File: config.mk
export PLATFORM = sky130hd
export DESIGN_NAME = eectl_top
export DESIGN_NICKNAME = d
export VERILOG_FILES = /design/src/rtl/eectl_pkg.sv /design/src/rtl/eectl_arm.sv /design/src/rtl/eectl_wseq.sv /design/src/rtl/eectl_array.sv /design/src/rtl/eectl_regs.sv /design/src/rtl/eectl_top.sv
export SDC_FILE = /design/constraint.sdc
export NUM_CORES = 2
export LEC_CHECK = 0
export BUFFER_PORTS_ARGS = -buffer_cell sky130_fd_sc_hd__buf_4
export CORE_UTILIZATION = 44
export CTS_BUF_LIST = sky130_fd_sc_hd__clkbuf_8 sky130_fd_sc_hd__clkbuf_16
export CTS_CLUSTER_DIAMETER = 80
export DETAILED_ROUTE_END_ITERATION = 8
export GPL_TIMING_DRIVEN = 0
export PLACE_DENSITY = 0.57
export SYNTH_ARGS = -nofsm -noshare
export SYNTH_HDL_FRONTEND = slang
export SYNTH_SLANG_ARGS = --single-unit
File: constraint.sdc
create_clock -name clk -period 6.3 [get_ports clk]
set_input_delay 0.63 -clock clk [delete_from_list [all_inputs] [get_ports clk]]
set_output_delay 0.63 -clock clk [all_outputs]
set_load 0.02 [all_outputs]
File: src/rtl/eectl_pkg.sv
package eectl_pkg;

    typedef enum logic [1:0] {
        SEL_ADDR = 2'd0,
        SEL_DATA = 2'd1,
        SEL_CTRL = 2'd2,
        SEL_NONE = 2'd3
    } eectl_sel_e;

    localparam int CB_RD  = 0;
    localparam int CB_WR  = 1;
    localparam int CB_ARM = 2;

    localparam logic [7:0] ERASED = 8'hFF;

    typedef struct packed {
        logic we;
        eectl_sel_e sel;
        logic [7:0] wdata;
    } eectl_req_t;

    typedef struct packed {
        logic arm;
        logic busy;
        logic rd;
    } eectl_stat_t;

    function automatic logic [7:0] pack_ctrl(eectl_stat_t s);
        return {5'b00000, s.arm, s.busy, s.rd};
    endfunction

endpackage

File: src/rtl/eectl_arm.sv
module eectl_arm #(
    parameter int ARM_WIN = 4
) (
    input  logic clk,
    input  logic rst,
    input  logic set_req,
    input  logic clr_req,
    output logic live
);
    localparam int CW = $clog2(ARM_WIN + 1);

    logic [CW-1:0] cnt;

    always_ff @(posedge clk) begin
        if (rst)
            cnt <= '0;
        else if (clr_req)
            cnt <= '0;
        else if (set_req)
            cnt <= CW'(ARM_WIN);
        else if (cnt != '0)
            cnt <= cnt - 1'b1;
    end

    assign live = (cnt != '0);


    arm_window_chk: assert property (@(posedge clk) disable iff (rst)
        cnt <= CW'(ARM_WIN));


    arm_rise_chk: assert property (@(posedge clk) disable iff (rst)
        $rose(live) |-> $past(set_req));

endmodule

File: src/rtl/eectl_wseq.sv
module eectl_wseq
    import eectl_pkg::*;
#(
    parameter int ADDR_W    = 7,
    parameter int WR_CYCLES = 32
) (
    input  logic              clk,
    input  logic              rst,
    input  logic              go,
    input  logic              touch,
    input  logic [ADDR_W-1:0] addr_in,
    input  logic [7:0]        data_in,
    output logic              busy,
    output logic              cm_en,
    output logic [ADDR_W-1:0] cm_addr,
    output logic [7:0]        cm_data
);
    localparam int CW = $clog2(WR_CYCLES + 1);

    logic              busy_q;
    logic [CW-1:0]     cnt;
    logic [ADDR_W-1:0] tgt_addr;
    logic [7:0]        tgt_data;
    logic              last;

    assign last    = (cnt == CW'(1));
    assign busy    = busy_q;
    assign cm_en   = busy_q && (touch || last);
    assign cm_addr = tgt_addr;
    assign cm_data = touch ? ERASED : tgt_data;

    always_ff @(posedge clk) begin
        if (rst) begin
            busy_q   <= 1'b0;
            cnt      <= '0;
            tgt_addr <= '0;
            tgt_data <= '0;
        end else if (busy_q) begin
            if (touch || last) begin
                busy_q <= 1'b0;
                cnt    <= '0;
            end else begin
                cnt <= cnt - 1'b1;
            end
        end else if (go) begin
            busy_q   <= 1'b1;
            cnt      <= CW'(WR_CYCLES);
            tgt_addr <= addr_in;
            tgt_data <= data_in;
        end
    end


    busy_span_chk: assert property (@(posedge clk) disable iff (rst)
        busy_q |-> (cnt != '0 && cnt <= CW'(WR_CYCLES)));


    abort_chk: assert property (@(posedge clk) disable iff (rst)
        (busy_q && touch) |=> !busy_q);


    no_restart_chk: assert property (@(posedge clk) disable iff (rst)
        (busy_q && !last && !touch) |=> (busy_q && cnt == $past(cnt) - 1'b1));

endmodule

File: src/rtl/eectl_array.sv
module eectl_array
    import eectl_pkg::*;
#(
    parameter int ADDR_W = 7
) (
    input  logic              clk,
    input  logic              rst,
    input  logic              we,
    input  logic [ADDR_W-1:0] waddr,
    input  logic [7:0]        wdata,
    input  logic [ADDR_W-1:0] raddr,
    output logic [7:0]        rdata
);
    localparam int DEPTH = 1 << ADDR_W;

    logic [7:0] mem [DEPTH];

    always_ff @(posedge clk) begin
        if (rst) begin
            for (int i = 0; i < DEPTH; i++)
                mem[i] <= ERASED;
        end else if (we) begin
            mem[waddr] <= wdata;
        end
    end

    assign rdata = mem[raddr];

endmodule

File: src/rtl/eectl_regs.sv
module eectl_regs #(
    parameter int ADDR_W = 7
) (
    input  logic              clk,
    input  logic              rst,
    input  logic              ld_addr,
    input  logic              ld_data,
    input  logic              ld_rd,
    input  logic [7:0]        wdata,
    input  logic [7:0]        rd_value,
    output logic [ADDR_W-1:0] addr_q,
    output logic [7:0]        data_q
);
    always_ff @(posedge clk) begin
        if (rst) begin
            addr_q <= '0;
            data_q <= '0;
        end else begin
            if (ld_addr)
                addr_q <= wdata[ADDR_W-1:0];
            if (ld_data)
                data_q <= wdata;
            else if (ld_rd)
                data_q <= rd_value;
        end
    end


    data_hold_chk: assert property (@(posedge clk) disable iff (rst)
        (!ld_data && !ld_rd) |=> $stable(data_q));

endmodule

File: src/rtl/eectl_top.sv
module eectl_top
    import eectl_pkg::*;
#(
    parameter int ADDR_W    = 7,
    parameter int WR_CYCLES = 32,
    parameter int ARM_WIN   = 4
) (
    input  logic              clk,
    input  logic              rst,
    input  logic              reg_we,
    input  logic [1:0]        reg_sel,
    input  logic [7:0]        reg_wdata,
    output logic [ADDR_W-1:0] addr_out,
    output logic [7:0]        data_out,
    output logic [7:0]        ctrl_out
);
    eectl_req_t  req;
    eectl_stat_t stat;

    logic we_addr, we_data, we_ctrl, touch;
    logic arm_live, busy, go, rd_go, rd_flag;
    logic cm_en;
    logic [ADDR_W-1:0] cm_addr;
    logic [7:0] cm_data, mem_rdata;

    assign req.we    = reg_we;
    assign req.sel   = eectl_sel_e'(reg_sel);
    assign req.wdata = reg_wdata;

    assign we_addr = req.we && (req.sel == SEL_ADDR);
    assign we_data = req.we && (req.sel == SEL_DATA);
    assign we_ctrl = req.we && (req.sel == SEL_CTRL);
    assign touch   = we_addr || we_data;

    assign go    = we_ctrl && req.wdata[CB_WR] && arm_live && !busy;
    assign rd_go = we_ctrl && req.wdata[CB_RD] && !busy && !go;

    eectl_arm #(.ARM_WIN(ARM_WIN)) u_arm (
        .clk     (clk),
        .rst     (rst),
        .set_req (we_ctrl && req.wdata[CB_ARM]),
        .clr_req (go),
        .live    (arm_live)
    );

    eectl_wseq #(.ADDR_W(ADDR_W), .WR_CYCLES(WR_CYCLES)) u_wseq (
        .clk     (clk),
        .rst     (rst),
        .go      (go),
        .touch   (touch),
        .addr_in (addr_out),
        .data_in (data_out),
        .busy    (busy),
        .cm_en   (cm_en),
        .cm_addr (cm_addr),
        .cm_data (cm_data)
    );

    eectl_array #(.ADDR_W(ADDR_W)) u_array (
        .clk   (clk),
        .rst   (rst),
        .we    (cm_en),
        .waddr (cm_addr),
        .wdata (cm_data),
        .raddr (addr_out),
        .rdata (mem_rdata)
    );

    eectl_regs #(.ADDR_W(ADDR_W)) u_regs (
        .clk      (clk),
        .rst      (rst),
        .ld_addr  (we_addr),
        .ld_data  (we_data),
        .ld_rd    (rd_go),
        .wdata    (req.wdata),
        .rd_value (mem_rdata),
        .addr_q   (addr_out),
        .data_q   (data_out)
    );

    always_ff @(posedge clk) begin
        if (rst)
            rd_flag <= 1'b0;
        else
            rd_flag <= rd_go;
    end

    assign stat.arm  = arm_live;
    assign stat.busy = busy;
    assign stat.rd   = rd_flag;
    assign ctrl_out  = pack_ctrl(stat);


    rd_excl_chk: assert property (@(posedge clk) disable iff (rst)
        rd_flag |-> !busy);


    start_needs_arm_chk: assert property (@(posedge clk) disable iff (rst)
        $rose(busy) |-> $past(arm_live));


    start_clears_arm_chk: assert property (@(posedge clk) disable iff (rst)
        $rose(busy) |-> !arm_live);

endmodule

==> out/results.ini <==
[critical_path]
cp_max_fo = 10
start_kind = register
cp_cell_sequence = buf_6, buf_12, buf_8, and2_0, buf_2, a22oi_1, nand4b_1, nand3_1, a2111oi_0, a31oi_1
arrival_ps = 5260
crit_path_top_delay_cell = and2_0
path_class = reg -> reg
endpoint_kind = register
path_buf_inv = 4
required_ps = 6860
cp_top_family = simple AND/OR/NAND/NOR gates
max_stage_delay_ps = 1030

[layout]
layout_commonest_cell = nand2_1
nets = 3638
area_growth_pct = 12.2
final_cell_mix = nand2_1, edfxtp_1, mux4_2
final_cells = 5114
design_area_sq_um = 53100
drive_gt1_share_pct = 19.3

[global_route]
track_usage_pct = 35.4
grt_pass1_vias = 30300
grt_pass1_wl_mm = 257
grt_overflow = 0
antenna_found_initial = 17
grt_max_degree = 16

[route]
routed_wl_mm = 193
drc = 0
first_iter_violations = 5482
drtAntennaViolNets = 0
routedWlPerCell_um = 37.8
vias_per_cell = 6.43
vias = 32900
firstDrtPassIters = 6

[floorplan]
die_area_sq_um = 109000
boundaryPins = 36
row_count = 119
die_y_um = 330
core_sq_um = 106000
initial_core_util_pct = 44.7
die_x_um = 330

[outcome]
status = finished, violations left
violations = max-capacitance violations, max-slew violations

[clock_tree]
cts.sinks = 1072
cts.repair.resized = 0
ctsHoldBuffers = 0
clk_path_buf_depth = 3
clock_latency_ps = 730
clock-root-buffer = clkbuf_16
cts.clk_slew.worst_paths_ps = 70
cts_tree = yes
htreeDepth = 3
post-cts-setup-buffers = 0
numCtsBuffers = 113

[timing]
hold_viol_final = 0
slew_headroom_pct = -11.9
worst_pin_slew_ps = 1680
fin_skew_ps = 35.7
maxSlewViolCount = 44
fin_tns_setup_ps = 0
rsz0062_at_grt = false
final-setup-viol-count = 0
max_freq_mhz = 213
whs_ps = 219
fin_crit_ps = 4700
finalCritPeriodShare_pct = 74.6

[yosys]
ys_seq_area_share_pct = 67.0
netlist_area_sq_um = 47400
synth_cell_type_count = 72
synthFlopType = edfxtp_1
synth_edf_count = 1024
ys_seq_elements = 1072
postSynthAreaPerCell_sq_um = 13.6
async_reset_ff_share_pct = 0
syn_inst = 3471
synth_warnings = 0

[placement]
dpl-instance-area_sq_um = 49300
place_congestion = 1.04
io_buffers = 29
hpwl_mm = 134
dp.cells = 4896

[run]
cap_violations = 6

[power_and_ir_drop]
powerDensity_nw_per_um2 = 295
seqPwrFrac_pct = 50.2
p_clk_share_pct = 43.8
vdd_drop_max_uv = 248
p_int_w = 0.0120
switchingPower_w = 0.00371
combPwrFrac_pct = 6.0
switching_share_pct = 23.6
p_leak_nw = 13.4

[worst_hold_path]
holdCritPathClass = in -> reg

## logic make-up after synthesis
logic type / Yosys count / synth area share [%]
muxes: 329 / 12.6
and+or+nand+nor: 1586 / 14.6
xor gates and xnor gates: 1 / 0.0185
AOI/OAI and AO/OA: 199 / 2.92
DFF: 1072 / 67.0
buffers and inverters: 278 / 2.71
other: 1 / 0.00792
adders and majority gates: 5 / 0.132
## per-layer routing
layer,GRT usage [%],part of all wire (%),vias to the layer above
met4,21.3,7.0,12
met2,51.3,43,2505
met3,10.3,13,565
met1,47.2,37,16800
met5,0.652,0.091,-
li1,-,-,13000
## power groups by stage
stage | combinational (W) | clock, W | sequential, W
final | 0.000943 | 0.00687 | 0.00787
after global routing | 0.000953 | 0.00711 | 0.00787
after CTS | 0.000911 | 0.00687 | 0.00787
after detailed placement | 0.000909 | 0 | 0.00802
after global placement | 0.000906 | 0 | 0.00801
after floorplan | 0.000469 | 0 | 0.00801
## layout make-up
class                   instances  area (sq um)
multi-input cells            2125         14400
fillers                      9228         52900
repair buffers                 30           233
flip-flops and latches       1072         31700
plain buffers                 267          1250
clock inverters                97           896
diodes                          6          15.0
clock buffers                 115          2860
well taps                    1391          1740
inverters                      11          41.3
## metrics by stage
step / utilization [%] / power [W] / setup slack [ps]
global route: 50.1 / 0.0159 / 1800
detailed placement: 46.6 / 0.00893 / 1900
CTS: 50.1 / 0.0156 / 1890
floorplan: - / 0.00848 / 3780
global placement: 46.5 / 0.00892 / 1690
finish: 50.1 / 0.0157 / 1600
## worst register-to-register path: cells and delay by family, from the launching register on
kind,cells,cell delay (ps)
buf+inv,4,1380
compound gates,3,1210
flops,1,460
simple gates,3,1490
## worst paths after layout
| check | startpoint | endpoint | slack (ps) | depth (start not counted) |
|---|---|---|---|---|
| max | register | u_regs.data_q[4]$_SDFFE_PP0P_ | 1600 | 10 |
| min | reg_wdata[3] | register | 220 | 3 |
| max reg2reg | register | u_regs.data_q[4]$_SDFFE_PP0P_ | 1600 | 10 |
| min reg2reg | u_wseq.tgt_data[1]$_SDFFE_PP0P_ | u_wseq.tgt_data[1]$_SDFFE_PP0P_ | 460 | 2 |
## Yosys cell counts (all sizes together) (8+ instances only)
master	instances	area share (%)
a211oi	8	0.13
a221oi	17	0.31
nand4	17	0.22
edfxtp	1024	65
dfxtp	48	2.0
a22o	9	0.17
or2	130	1.7
nand3	58	0.62
a21oi	50	0.53
and3	19	0.25
o211ai	9	0.14
nor2b	15	0.20
a31oi	8	0.11
clkbuf	185	1.5
buf	82	1.2
a22oi	23	0.36
o22ai	18	0.24
mux2i	109	2.3
o21ai	19	0.20
nor2	173	1.8
and2	10	0.13
nand2	1117	8.9
inv	11	0.087
mux4	215	10
## flip-flops by register name, indices dropped and copies added (netlist names), named ones only
signal	cells
u_arm.cnt	3
rd_flag	1
u_regs.addr_q	7
u_wseq.cnt	6
u_array.mem	1024
u_wseq.cm_addr	7
u_wseq.tgt_data	8
u_regs.data_q	8
u_wseq.busy	1
(Power assumes the default switching activity.)
